==> config.mk <==
export PLATFORM = sky130hd
export DESIGN_NAME = fpls_seq
export DESIGN_NICKNAME = d
export VERILOG_FILES = /design/src/rtl/fpls_pkg.sv /design/src/rtl/fpls_datapath.sv /design/src/rtl/fpls_control.sv /design/src/rtl/fpls_seq.sv
export SDC_FILE = /design/constraint.sdc
export NUM_CORES = 1
export LEC_CHECK = 0
export CORE_ASPECT_RATIO = 1.4
export CORE_MARGIN = 2
export CORE_UTILIZATION = 30
export DETAILED_ROUTE_END_ITERATION = 8
export GPL_TIMING_DRIVEN = 0
export HOLD_SLACK_MARGIN = 0.03
export PLACE_DENSITY = 0.7
export SETUP_SLACK_MARGIN = 0.3
export SYNTH_ARGS = -nofsm -noshare
export SYNTH_HDL_FRONTEND = slang
export SYNTH_SLANG_ARGS = --single-unit
==> constraint.sdc <==
create_clock -name clk -period 4.2 [get_ports clk]
set_input_delay 0.84 -clock clk [delete_from_list [all_inputs] [get_ports clk]]
set_output_delay 0.84 -clock clk [all_outputs]
set_load 0.02 [all_outputs]
==> src/rtl/fpls_pkg.sv <==
package fpls_pkg;
  typedef enum logic [1:0] {ST_IDLE, ST_RUN, ST_WB} seqState_t;

  // control -> datapath strobes
  typedef struct packed {
    logic capture;  // latch a legal command
    logic advance;  // current beat accepted
  } seqStrobe_t;
endpackage

==> src/rtl/fpls_datapath.sv <==
module fpls_datapath
  import fpls_pkg::*;
#(
  parameter int ADDR_W = 32,
  parameter int IMM_W  = 8,
  parameter int REG_W  = 5
) (
  input  logic              clk,
  input  logic              rst,
  input  seqStrobe_t        st,
  input  logic              cmdLoad,
  input  logic              cmdMulti,
  input  logic              cmdDouble,
  input  logic              cmdPre,
  input  logic              cmdUp,
  input  logic              cmdWback,
  input  logic              cmdBaseIsPc,
  input  logic              cmdBigEnd,
  input  logic [REG_W-1:0]  cmdFirst,
  input  logic [IMM_W-1:0]  cmdImm,
  input  logic [ADDR_W-1:0] cmdBase,
  output logic              undefC,
  output logic              unpredC,
  output logic              lastBeat,
  output logic              memWrite,
  output logic [ADDR_W-1:0] memAddr,
  output logic [REG_W:0]    fpIdx,
  output logic [ADDR_W-1:0] wbData
);
  localparam int NUM_REGS = 1 << REG_W;
  localparam int OFF_W    = IMM_W + 2;
  localparam int SUM_W    = IMM_W + 1;

  logic [ADDR_W-1:0] offset, effBase, startAddr;
  logic [IMM_W-1:0]  regCount, beats;
  logic [SUM_W-1:0]  span;
  logic              modeLegal;

  assign offset    = {{(ADDR_W-OFF_W){1'b0}}, cmdImm, 2'b00};
  assign effBase   = (!cmdMulti && cmdBaseIsPc) ? {cmdBase[ADDR_W-1:2], 2'b00} : cmdBase;
  assign startAddr = (cmdMulti && cmdUp) ? effBase
                   : (cmdUp ? effBase + offset : effBase - offset);

  // list checks
  assign regCount  = cmdDouble ? (cmdImm >> 1) : cmdImm;
  assign span      = SUM_W'(cmdFirst) + SUM_W'(regCount);
  assign modeLegal = (!cmdPre && cmdUp) || (cmdPre && !cmdUp && cmdWback);
  assign undefC    = cmdMulti && !modeLegal;
  assign unpredC   = cmdMulti && ((regCount == '0) || (span > SUM_W'(NUM_REGS)) ||
                     (cmdDouble && (regCount > IMM_W'(NUM_REGS/2))) ||
                     (cmdBaseIsPc && cmdWback));

  assign beats = cmdMulti ? (cmdDouble ? {cmdImm[IMM_W-1:1], 1'b0} : cmdImm)
                          : (cmdDouble ? IMM_W'(2) : IMM_W'(1));

  logic [ADDR_W-1:0] addrR, wbR;
  logic [IMM_W-1:0]  beatIdx, totalBeats;
  logic [REG_W-1:0]  firstR, regSel;
  logic              dblR, bigEndR, loadR;

  always_ff @(posedge clk) begin
    if (rst) begin
      addrR <= '0; wbR <= '0; beatIdx <= '0; totalBeats <= '0;
      firstR <= '0; dblR <= 1'b0; bigEndR <= 1'b0; loadR <= 1'b0;
    end else if (st.capture) begin
      addrR      <= startAddr;
      wbR        <= cmdUp ? cmdBase + offset : cmdBase - offset;
      beatIdx    <= '0;
      totalBeats <= beats;
      firstR     <= cmdFirst;
      dblR       <= cmdDouble;
      bigEndR    <= cmdBigEnd;
      loadR      <= cmdLoad;
    end else if (st.advance) begin
      addrR   <= addrR + ADDR_W'(4);
      beatIdx <= beatIdx + 1'b1;
    end
  end

  assign regSel   = firstR + (dblR ? beatIdx[REG_W:1] : beatIdx[REG_W-1:0]);
  assign fpIdx    = dblR ? {regSel, beatIdx[0] ^ bigEndR} : {1'b0, regSel};
  assign lastBeat = (beatIdx == totalBeats - 1'b1);
  assign memAddr  = addrR;
  assign memWrite = !loadR;
  assign wbData   = wbR;

  // each accepted beat moves the address by one word
  a_r3_addr_step: assert property (@(posedge clk) disable iff (rst)
    st.advance |=> memAddr == $past(memAddr) + ADDR_W'(4));
  // address only moves on capture or acceptance
  a_r12_addr_hold: assert property (@(posedge clk) disable iff (rst)
    (!st.advance && !st.capture) |=> $stable(memAddr));
endmodule

==> src/rtl/fpls_control.sv <==
module fpls_control
  import fpls_pkg::*;
(
  input  logic       clk,
  input  logic       rst,
  input  logic       cmdValid,
  input  logic       cmdMulti,
  input  logic       cmdWback,
  input  logic       undefC,
  input  logic       unpredC,
  input  logic       lastBeat,
  input  logic       memReady,
  output seqStrobe_t st,
  output logic       cmdReady,
  output logic       memValid,
  output logic       wbEn,
  output logic       errUndef,
  output logic       errUnpred
);
  seqState_t state, stateNext;
  logic      wbPend, accept;

  assign cmdReady   = (state == ST_IDLE);
  assign memValid   = (state == ST_RUN);
  assign wbEn       = (state == ST_WB);
  assign accept     = cmdReady && cmdValid;
  assign st.capture = accept && !undefC && !unpredC;
  assign st.advance = memValid && memReady;

  always_comb begin
    stateNext = state;
    case (state)
      ST_IDLE: if (st.capture) stateNext = ST_RUN;
      ST_RUN:  if (st.advance && lastBeat) stateNext = wbPend ? ST_WB : ST_IDLE;
      default: stateNext = ST_IDLE;
    endcase
  end

  always_ff @(posedge clk) begin
    if (rst) begin
      state <= ST_IDLE; wbPend <= 1'b0; errUndef <= 1'b0; errUnpred <= 1'b0;
    end else begin
      state     <= stateNext;
      errUndef  <= accept && undefC;
      errUnpred <= accept && !undefC && unpredC;
      if (st.capture) wbPend <= cmdMulti && cmdWback;
    end
  end

  // a stalled beat stays requested
  a_r12_stall_hold: assert property (@(posedge clk) disable iff (rst)
    (memValid && !memReady) |=> memValid);
  // writeback strobe lasts one cycle and returns to idle
  a_r5_wb_pulse: assert property (@(posedge clk) disable iff (rst)
    wbEn |=> (!wbEn && cmdReady));
  // a rejected command starts no activity
  a_r10_no_req_on_err: assert property (@(posedge clk) disable iff (rst)
    (accept && (undefC || unpredC)) |=> (!memValid && !wbEn && (errUndef || errUnpred)));
endmodule

==> src/rtl/fpls_seq.sv <==
module fpls_seq
  import fpls_pkg::*;
#(
  parameter int ADDR_W = 32,
  parameter int DATA_W = 32,
  parameter int IMM_W  = 8,
  parameter int REG_W  = 5
) (
  input  logic              clk,
  input  logic              rst,
  input  logic              cmdValid,
  output logic              cmdReady,
  input  logic              cmdLoad,
  input  logic              cmdMulti,
  input  logic              cmdDouble,
  input  logic              cmdPre,
  input  logic              cmdUp,
  input  logic              cmdWback,
  input  logic              cmdBaseIsPc,
  input  logic              cmdBigEnd,
  input  logic [REG_W-1:0]  cmdFirst,
  input  logic [IMM_W-1:0]  cmdImm,
  input  logic [ADDR_W-1:0] cmdBase,
  output logic              memValid,
  output logic              memWrite,
  output logic [ADDR_W-1:0] memAddr,
  output logic [DATA_W-1:0] memWrData,
  input  logic              memReady,
  input  logic [DATA_W-1:0] memRdData,
  output logic [REG_W:0]    fpIdx,
  input  logic [DATA_W-1:0] fpRdData,
  output logic              fpWrEn,
  output logic [DATA_W-1:0] fpWrData,
  output logic              wbEn,
  output logic [ADDR_W-1:0] wbData,
  output logic              errUndef,
  output logic              errUnpred
);
  seqStrobe_t st;
  logic undefC, unpredC, lastBeat;

  fpls_control u_ctl (
    .clk, .rst, .cmdValid, .cmdMulti, .cmdWback, .undefC, .unpredC, .lastBeat,
    .memReady, .st, .cmdReady, .memValid, .wbEn, .errUndef, .errUnpred
  );

  fpls_datapath #(.ADDR_W(ADDR_W), .IMM_W(IMM_W), .REG_W(REG_W)) u_dp (
    .clk, .rst, .st, .cmdLoad, .cmdMulti, .cmdDouble, .cmdPre, .cmdUp, .cmdWback,
    .cmdBaseIsPc, .cmdBigEnd, .cmdFirst, .cmdImm, .cmdBase, .undefC, .unpredC,
    .lastBeat, .memWrite, .memAddr, .fpIdx, .wbData
  );

  assign memWrData = fpRdData;
  assign fpWrData  = memRdData;
  assign fpWrEn    = memValid && memReady && !memWrite;
endmodule

==> results of run 1 <==
-- routing by layer --
layer	global-route usage, %	part of all wire (%)
met3	3.26	5.8
met5	0	0
met2	39.2	52
met1	22.8	38
met4	10.9	4.6
-- worst max-delay path: stages --
cell and delay, ns:
buf_4 0.15, nor2_4 0.12, nand3_2 0.10, nor4_4 0.21
ha_1 0.29, mux2_4 0.29, ha_4 0.27, nand2_2 0.09
o21ai_2 0.14, and2b_1 0.18, a21oi_4 0.06, a211o_1 0.35
a21o_1 0.19, nor3b_2 0.17, o311a_1 0.31, a2111oi_2 0.20
-- sequential cells by signal (all words and copies together) (netlist names) --
| register | cells |
|---|---|
| u_dp.memAddr | 32 |
| u_dp.dblR | 1 |
| u_dp.beatIdx | 8 |
| u_dp.loadR | 1 |
| u_dp.wbData | 32 |
| u_ctl.state | 2 |
| u_ctl.errUnpred | 1 |
| u_dp.bigEndR | 1 |
| u_ctl.errUndef | 1 |
| u_dp.totalBeats | 8 |
| u_ctl.wbPend | 1 |
| u_dp.firstR | 5 |
-- kinds of logic (layout without fill, tap and decap cells) --
logic type | count (synthesis) | in the layout | synth area share (%)
xor+xnor | 86 | 86 | 10.5
simple gates | 335 | 335 | 21.2
flops | 93 | 93 | 26.0
mux | 13 | 13 | 1.98
compound gates | 230 | 230 | 20.9
fa+ha+maj | 46 | 46 | 8.36
other cells | 0 | 1 | 0
buf+inv | 132 | 364 | 11.1
-- worst max path at each step --
stage,startpoint,end,slack [ns],depth (start not counted)
2_1_floorplan,cmdImm[6],u_dp.memAddr[25]$_SDFFE_PP0P_,0.32,13
3_3_place_gp,cmdImm[1],u_dp.memAddr[26]$_SDFFE_PP0P_,-1.18,15
3_5_place_dp,cmdImm[1],u_dp.memAddr[23]$_SDFFE_PP0P_,-1.15,13
4_1_cts,cmdImm[5],u_dp.memAddr[29]$_SDFFE_PP0P_,0.30,16
5_1_grt,cmdImm[3],u_dp.memAddr[29]$_SDFFE_PP0P_,0.30,16
6_report,cmdImm[3],u_dp.memAddr[25]$_SDFFE_PP0P_,0.46,16
-- power by group through the flow --
| stage | logic [mW] | registers, mW | clock network, mW |
|---|---|---|---|
| after floorplan | 0.598 | 1.05 | 0 |
| after global placement | 1.03 | 1.00 | 0 |
| after detailed placement | 1.04 | 1.01 | 0 |
| after CTS | 1.09 | 0.986 | 0.893 |
| after global routing | 1.21 | 0.994 | 0.925 |
| final | 1.12 | 0.987 | 0.889 |
-- layout make-up --
cell class / count / area share [%]
buffer: 112 / 7.28
antenna: 1 / 0.0245
clock buffer: 10 / 2.24
multi-input combinational: 710 / 46.6
inverter: 20 / 0.735
timing repair buffer: 216 / 20.4
tap: 306 / 3.75
sequential: 93 / 18.2
clock inverter: 6 / 0.747
-- repair_timing --
action	4_1_cts	5_1_grt
pin swaps	21	17
endpoints found under the setup margin	92	87
buffers inserted	16	6
gates resized for setup	71	32
-- per-stage QoR --
step                instances  power (mW)  hold WS, ns  TNS (ns)  setup slack [ns]
floorplan                 935        1.65        0.417         0             0.323
detailed placement       1435        2.04        0.440    -56.98             -1.15
global placement         1435        2.03        0.429    -54.35             -1.18
finish                   1474        3.00        0.447         0             0.459
global route             1474        3.13        0.475         0             0.301
CTS                      1467        2.97        0.451         0             0.298
-- cell usage after synthesis (5+ instances only) --
| cell | count | area [um^2] |
|---|---|---|
| mux2_2 | 9 | 101 |
| a211oi_1 | 10 | 75.1 |
| a311oi_1 | 13 | 114 |
| nor2_1 | 64 | 240 |
| dfxtp_1 | 93 | 1860 |
| buf_4 | 72 | 541 |
| and2_1 | 5 | 31.3 |
| nand4_1 | 10 | 62.6 |
| nand3_1 | 32 | 160 |
| and3_1 | 17 | 106 |
| xor2_1 | 45 | 394 |
| o21ai_0 | 21 | 105 |
| inv_1 | 20 | 75.1 |
| clkbuf_1 | 29 | 109 |
| a21o_1 | 19 | 143 |
| a31oi_1 | 8 | 50.1 |
| nand2_1 | 162 | 608 |
| nor2b_1 | 6 | 37.5 |
| a21oi_1 | 107 | 536 |
| a221oi_1 | 13 | 114 |
| nor3_1 | 9 | 45.0 |
| xnor2_1 | 41 | 359 |
| buf_2 | 5 | 25.0 |
| ha_1 | 43 | 538 |
==> impl_metrics.yaml, run 1 <==
timing:
  final-setup-viol-count: 0
  slew_headroom_pct: 47.1
  rsz0062_at_grt: "no"
  finalMaxSlewViolations: 0
  max_freq_ghz: 0.267
  clock_skew_ns: 0.0168
  final_hold_viol_count: 0
  worst_slew_pin_slew_ns: 0.793
  finalCriticalPeriod_ns: 3.74
  finalCritPeriodShare_pct: 89.1
critical_path:
  cp_max_fo: 5
  cp.required_ns: 4.46
  reg2reg_depth: 9
  worst_r2r_endpoint: "u_dp.memAddr[27]$_SDFFE_PP0P_"
  regToRegSetupSlack_ns: 1.37
  critical_path_arrival_ns: 4.00
  r2r_start: "u_ctl.state[1]$_SDFFE_PP0P_"
  path_class: "in2reg"
  critPathCaptureType: "flop"
  worstSetupStartpointType: "primary input"
detailed_routing:
  post-route-drc-count: 0
  num_vias: 7706
  firstDrtPassIters: 5
  wl_um: 27100
  drtIter0Drc: 497
  routed_via_density: 5.23
  ant_nets: 0
  routedWlPerCell_um: 18.4
power_and_ir_drop:
  p_clk_share_pct: 29.6
  seq_power_share_pct: 32.9
  p_sw_mw: 1.08
  p_per_area_nw_per_um2: 293
  intPower_mw: 1.92
  p_comb_share_pct: 37.5
  switching_share_pct: 35.9
  p_leak_nw: 4.14
  peakVddDrop_uv: 215
clocking:
  ctsHoldBuffers: 0
  h-tree-depth: 3
  cts_sinks: 93
  clk_latency_ns: 0.37
  root_buffer: "clkbuf_16"
  cts.clk_slew.worst_paths_ns: 0.07
  cts_buffer_depth: 2
  cts_buffers: 9
  cts_tree: "done"
logic_synthesis:
  yosysUniqueCellTypes: 64
  synth_warnings: 0
  seq_area_frac_synth_pct: 26.0
  syn-num-nets: 1102
  syn_area_um2: 7160
  syn_area_per_cell_um2: 7.65
  synthCells: 935
  synth-main-ff-cell: "dfxtp_1"
  ys_ff_latch: 93
  async_flop_share_pct: 0
  synth_edf_count: 0
job:
  drv_cap: 0
placed_design:
  routabilityCongestion: 0.903
  io_buffers: 194
  dpl.hpwl_um: 20900
  place_area_um2: 9500
grt:
  grt_first_pass_wirelength_um: 41600
  grtUsageTotal_pct: 21.2
  overflow: 0
  first_global_vias: 7548
  antenna_found_initial: 1
  grt_max_degree: 18
layout:
  layout_common_cells: "clkdlybuf4s50_1, nand2_1, a21oi_1"
  fin_util_pct: 43.7
  seq_area_um2: 1860
  synthToLayoutAreaGrowth_pct: 42.8
  layout-drive-gt1-share_pct: 17.4
  fillers: 2365
  multiInputGateArea_um2: 4760
  stdcell_area_um2: 10200
  mostFrequentLayoutCell: "clkdlybuf4s50_1"
  nNetsFinal: 1329
hold_path:
  min_to: "u_dp.totalBeats[7]$_SDFFE_PP0P_"
  min_path_type: "reg2reg"
  hold_start: "u_dp.totalBeats[7]$_SDFFE_PP0P_"
  whs_path_depth: 2
floorplanning:
  coreArea_um2: 23400
  rows: 66
  die_h_um: 187
  ioPinCount: 262
  die_w_um: 135
  initial_core_util_pct: 30.6
  dieArea_um2: 25100
run_status:
  status: "finished, final reports clean"
Power figures use the tool's default switching activity.
==> inputs of run 2 (changes only) <==
--- a/config.mk
+++ b/config.mk
@@ -5,13 +5,14 @@
 export SDC_FILE = /design/constraint.sdc
 export NUM_CORES = 1
 export LEC_CHECK = 0
+export CAP_MARGIN = 20
 export CORE_ASPECT_RATIO = 1.4
 export CORE_MARGIN = 2
-export CORE_UTILIZATION = 30
+export CORE_UTILIZATION = 41
 export DETAILED_ROUTE_END_ITERATION = 8
 export GPL_TIMING_DRIVEN = 0
 export HOLD_SLACK_MARGIN = 0.03
-export PLACE_DENSITY = 0.7
+export PLACE_DENSITY = 0.88
 export SETUP_SLACK_MARGIN = 0.3
 export SYNTH_ARGS = -nofsm -noshare
 export SYNTH_HDL_FRONTEND = slang
==> impl_metrics.yaml, run 2 (synthesis gave the netlist of run 1 again) <==
placed_design:
  dpl.hpwl_um: 19700
  placedCellCount: 1365
  place_ws_ns: -1.21
  io_buffers: 194
  routabilityCongestion: 0.957
  place_area_um2: 9410
critical_path:
  regToRegSetupSlack_ns: 1.38
  r2r_start: "u_ctl.state[1]$_SDFFE_PP0P_"
  crit_slowest_cell: "ha_1"
  path_delay_family: "compound AO/OA/AOI/OAI gates"
  path_class: "in2reg"
  path_buf_inv: 7
  critPathCaptureType: "flop"
  cp_max_fo: 5
  cp.required_ns: 4.49
  worst_r2r_endpoint: "u_dp.memAddr[31]$_SDFFE_PP0P_"
  max_stage_delay_ns: 0.28
  critical_path_arrival_ns: 4.11
  crit_path_cell_trace: "clkdlybuf4s15_2 -> inv_2 -> ha_1 -> and2_4 -> a21oi_4 -> buf_4 -> ha_1 -> a21oi_1 -> o21ai_2 -> and2b_1 -> a21oi_4 -> buf_6 -> a211oi_4 -> o31ai_2 -> xnor2_1 -> buf_4 -> buf_4 -> buf_4 -> nand2_1 -> a21oi_1"
  reg2reg_depth: 10
  cp_common_cell: "buf_4"
  worstSetupStartpointType: "primary input"
detailed_routing:
  post-route-drc-count: 0
  firstDrtPassIters: 5
  routed_via_density: 5.63
  drtIter0Drc: 462
  num_vias: 7914
  routedWlPerCell_um: 18.6
  ant_nets: 0
  wl_um: 26200
floorplanning:
  die_w_um: 116
  dieArea_um2: 18500
  initial_core_util_pct: 41.5
  die_h_um: 160
  rows: 57
  ioPinCount: 262
  coreArea_um2: 17300
hold_path:
  hold_start: "u_dp.totalBeats[6]$_SDFFE_PP0P_"
  min_to: "u_dp.totalBeats[6]$_SDFFE_PP0P_"
  whs_path_depth: 2
  min_path_type: "reg2reg"
layout:
  mostFrequentLayoutCell: "clkdlybuf4s50_1"
  fin_util_pct: 58.9
  synthToLayoutAreaGrowth_pct: 42.0
  nNetsFinal: 1332
  seq_area_um2: 1860
  fillers: 1571
  num_antenna_cells: 0
  layout-drive-gt1-share_pct: 17.6
  layout_common_cells: "clkdlybuf4s50_1, nand2_1, a21oi_1"
  stdcell_count: 1405
  stdcell_area_um2: 10200
  multiInputGateArea_um2: 4770
grt:
  first_global_vias: 7719
  antenna_found_initial: 0
  grt_first_pass_wirelength_um: 39600
  grtUsageTotal_pct: 27.5
  grt_max_degree: 17
  overflow: 0
job:
  drv_cap: 0
timing:
  worst_slew_pin_slew_ns: 0.823
  hold_slack_ns: 0.447
  finalMaxSlewViolations: 0
  setup-tns-final_ns: 0
  final-setup-viol-count: 0
  max_freq_ghz: 0.262
  rsz0062_at_grt: "no"
  slew_headroom_pct: 45.2
  finalCriticalPeriod_ns: 3.82
  finalCritPeriodShare_pct: 91.0
  final_hold_viol_count: 0
  clock_skew_ns: 0.0106
  worst_slack_ns: 0.378
clocking:
  clk_latency_ns: 0.36
  h-tree-depth: 3
  cts_buffers: 9
  cts_sinks: 93
  root_buffer: "clkbuf_16"
  cts.clk_slew.worst_paths_ns: 0.07
  cts_buffer_depth: 2
  cts_tree: "done"
power_and_ir_drop:
  p_per_area_nw_per_um2: 293
  p_leak_nw: 4.16
  peakVddDrop_uv: 184
  finalPower_mw: 2.98
run_status:
  status: "finished, final reports clean"
==> run 2: changes by cell type in the layout (fill, tap and decap cells not counted), moves of 2 or more <==
cell,previous run,this run
buf_6,3,5
nor2_1,62,60
nor3_2,1,3
nor3_4,2,0
==> run 2: timing repair <==
action                                  4_1_cts  5_1_grt
setup buffers                                20        5
endpoints found under the setup margin       92       90
gates resized for setup                      63       42
pin swaps                                    17       17
hold buffers                                  0        0
==> run 2: worst reg2reg max path, stage by stage (launching register included) <==
cell and delay, ns:
dfxtp_1 0.32, and3b_1 0.29, and3_1 0.25, nand4_1 0.45, nor2_1 0.49, and2_1 0.18, buf_2 0.21, nand3_1 0.12
xnor2_1 0.17, nor2_1 0.07, a211oi_2 0.20
==> run 2: how the worst max path moves through the flow <==
stage	from	endpoint	slack, ns	cells past startpoint
detailed placement	cmdImm[1]	u_dp.memAddr[26]$_SDFFE_PP0P_	-1.21	15
finish	cmdImm[0]	u_dp.wbData[23]$_SDFFE_PP0P_	0.38	20
CTS	cmdImm[1]	u_dp.memAddr[31]$_SDFFE_PP0P_	0.30	17
floorplan	cmdImm[6]	u_dp.memAddr[25]$_SDFFE_PP0P_	0.32	13
global route	cmdImm[1]	u_dp.memAddr[29]$_SDFFE_PP0P_	0.26	17
global placement	cmdImm[1]	u_dp.memAddr[26]$_SDFFE_PP0P_	-1.23	15
==> run 2: metal layers <==
| metal | vias to the layer above | wire (um) | track usage, % |
|---|---|---|---|
| met5 | - | 0 | 0 |
| met4 | 0 | 1770 | 16.1 |
| met2 | 455 | 13200 | 49.4 |
| met1 | 3672 | 9330 | 29.3 |
| li1 | 3668 | - | - |
| met3 | 119 | 1880 | 4.98 |
==> run 2: where the power goes <==
group / internal [mW] / switching (mW) / total, mW
combinational: 0.517 / 0.620 / 1.14
sequential: 0.937 / 0.0504 / 0.987
clock: 0.466 / 0.386 / 0.852
total: 1.92 / 1.06 / 2.98
==> run 2: area by class of cell <==
type	instances	area share, %
Tap cell	236	2.91
Clock inverter	6	0.689
Buffer	112	7.37
Sequential cell	93	18.3
Clock buffer	9	2.22
Timing Repair Buffer	219	20.8
Inverter	20	0.739
Multi-Input combinational cell	710	46.9
==> inputs of run 3 (changes only) <==
--- a/config.mk
+++ b/config.mk
@@ -5,14 +5,16 @@
 export SDC_FILE = /design/constraint.sdc
 export NUM_CORES = 1
 export LEC_CHECK = 0
-export CAP_MARGIN = 20
+export CAP_MARGIN = 25
+export CELL_PAD_IN_SITES_DETAIL_PLACEMENT = 0
+export CELL_PAD_IN_SITES_GLOBAL_PLACEMENT = 2
 export CORE_ASPECT_RATIO = 1.4
 export CORE_MARGIN = 2
-export CORE_UTILIZATION = 41
+export CORE_UTILIZATION = 22
 export DETAILED_ROUTE_END_ITERATION = 8
 export GPL_TIMING_DRIVEN = 0
 export HOLD_SLACK_MARGIN = 0.03
-export PLACE_DENSITY = 0.88
+export PLACE_DENSITY = 0.87
 export SETUP_SLACK_MARGIN = 0.3
 export SYNTH_ARGS = -nofsm -noshare
 export SYNTH_HDL_FRONTEND = slang
==> impl_metrics.yaml, run 3 (synthesis gave the netlist of run 1 again) <==
critical_path:
  path_class: "in2reg"
  worst_r2r_endpoint: "u_dp.memAddr[31]$_SDFFE_PP0P_"
  cp_common_cell: "buf_4"
  max_stage_delay_ns: 0.32
  path_delay_family: "buffers and inverters"
  critPathCaptureType: "flop"
  regToRegSetupSlack_ns: 1.30
  worstSetupStartpointType: "primary input"
  r2r_start: "u_ctl.state[1]$_SDFFE_PP0P_"
  critical_path_arrival_ns: 4.00
  cp_max_fo: 6
  path_buf_inv: 6
  reg2reg_depth: 10
  crit_slowest_cell: "o31ai_2"
  cp.required_ns: 4.43
  cp-startpoint: "cmdImm[2]"
  crit_path_cell_trace: "buf_4 -> nor2_4 -> nand3_4 -> nor4_4 -> buf_6 -> ha_1 -> mux2_4 -> ha_4 -> a21oi_2 -> o21ai_2 -> and2b_2 -> a21oi_4 -> buf_6 -> a211oi_4 -> o31ai_2 -> xnor2_2 -> buf_4 -> buf_4 -> buf_4 -> nand2_1 -> a21oi_1"
clocking:
  root_buffer: "clkbuf_16"
  cts_buffer_depth: 2
  clk_latency_ns: 0.37
  cts_tree: "done"
  h-tree-depth: 3
  cts_buffers: 9
  cts.clk_slew.worst_paths_ns: 0.08
  cts_sinks: 93
floorplanning:
  die_w_um: 156
  die_h_um: 217
  coreArea_um2: 32200
  initial_core_util_pct: 22.2
  dieArea_um2: 34000
  rows: 78
  ioPinCount: 262
grt:
  grtUsageTotal_pct: 16.7
  overflow: 0
  first_global_vias: 7487
  grt_max_degree: 20
  grt_first_pass_wirelength_um: 43000
  antenna_found_initial: 2
detailed_routing:
  routedWlPerCell_um: 18.6
  routed_via_density: 4.82
  drtIter0Drc: 395
  post-route-drc-count: 0
  num_vias: 7570
  firstDrtPassIters: 4
  wl_um: 29200
  ant_nets: 0
layout:
  layout_common_cells: "clkdlybuf4s50_1, nand2_1, buf_4, a21oi_1, dfxtp_1"
  synthToLayoutAreaGrowth_pct: 46.3
  layout-drive-gt1-share_pct: 18.6
  stdcell_area_um2: 10500
  fillers: 3406
  mostFrequentLayoutCell: "clkdlybuf4s50_1"
  nNetsFinal: 1331
timing:
  worst_slack_ns: 0.428
  clock_skew_ns: 0.0150
  rsz0062_at_grt: "yes"
  slew_headroom_pct: 40.9
  finalCriticalPeriod_ns: 3.77
  final-setup-viol-count: 0
  final_hold_viol_count: 0
  finalMaxSlewViolations: 0
  max_freq_ghz: 0.265
  finalCritPeriodShare_pct: 89.8
  worst_slew_pin_slew_ns: 0.887
power_and_ir_drop:
  peakVddDrop_uv: 179
  p_leak_nw: 4.17
  p_per_area_nw_per_um2: 289
hold_path:
  whs_path_depth: 2
  hold_start: "u_dp.totalBeats[7]$_SDFFE_PP0P_"
  min_path_type: "reg2reg"
  min_to: "u_dp.totalBeats[7]$_SDFFE_PP0P_"
job:
  drv_cap: 0
placed_design:
  dpl.hpwl_um: 22900
  routabilityCongestion: 0.891
  place_area_um2: 9610
  io_buffers: 194
  place_ws_ns: -1.37
run_status:
  status: "finished, final reports clean"
[run 3: worst max-delay path by stage]
| stage | end | slack, ns | cells after the start |
|---|---|---|---|
| after CTS | u_dp.memAddr[26]$_SDFFE_PP0P_ | 0.25 | 14 |
| after detailed placement | u_dp.memAddr[26]$_SDFFE_PP0P_ | -1.37 | 15 |
| after floorplan | u_dp.memAddr[25]$_SDFFE_PP0P_ | 0.32 | 13 |
| after global routing | u_dp.memAddr[29]$_SDFFE_PP0P_ | 0.27 | 15 |
| after global placement | u_dp.memAddr[26]$_SDFFE_PP0P_ | -1.39 | 15 |
| final | u_dp.wbData[23]$_SDFFE_PP0P_ | 0.43 | 21 |
[run 3: layout make-up]
class | instances | area, um^2 | share of cell area (%)
tap | 400 | 500 | 4.78
sequential | 93 | 1860 | 17.8
clock inverter | 7 | 78.8 | 0.753
antenna | 3 | 7.51 | 0.0717
clock buffer | 9 | 225 | 2.15
buffer | 112 | 747 | 7.14
multi-input combinational | 710 | 4860 | 46.4
timing repair buffer | 218 | 2110 | 20.2
inverter | 20 | 75.1 | 0.717
[run 3: through the flow]
| step | util [%] | setup TNS [ns] | hold WS, ns | power (mW) | instances |
|---|---|---|---|---|---|
| after floorplan | - | 0 | 0.417 | 1.65 | 935 |
| after global placement | 29.8 | -67.60 | 0.428 | 2.06 | 1529 |
| after detailed placement | 29.8 | -67.59 | 0.437 | 2.06 | 1529 |
| after CTS | 31.8 | 0 | 0.449 | 2.98 | 1560 |
| after global routing | 32.5 | 0 | 0.466 | 3.16 | 1571 |
| final | 32.5 | 0 | 0.445 | 3.03 | 1572 |
[run 3: metal layers]
layer / GRT usage [%] / wire length, um
met1: 18.3 / 11500
met2: 31.0 / 15100
met3: 3.44 / 1620
met4: 6.76 / 944
met5: 0 / 0
[run 3: report_power, final]
| group | internal [mW] | switching, mW |
|---|---|---|
| clock network | 0.424 | 0.452 |
| logic | 0.526 | 0.635 |
| registers | 0.936 | 0.0522 |
| total | 1.89 | 1.14 |
[run 3: worst register-to-register path: cells and delay by family (launching register included)]
| kind | cells | cell delay [ns] |
|---|---|---|
| flops | 1 | 0.34 |
| simple gates | 7 | 1.91 |
| xor+xnor | 1 | 0.18 |
| buf+inv | 1 | 0.21 |
| compound gates | 1 | 0.18 |
[run 3: what timing repair did]
action,CTS,global route
endpoints found under the setup margin,93,90
buffers inserted,15,9
gates resized for setup,76,49
hold buffers,0,0
pin swaps,19,20
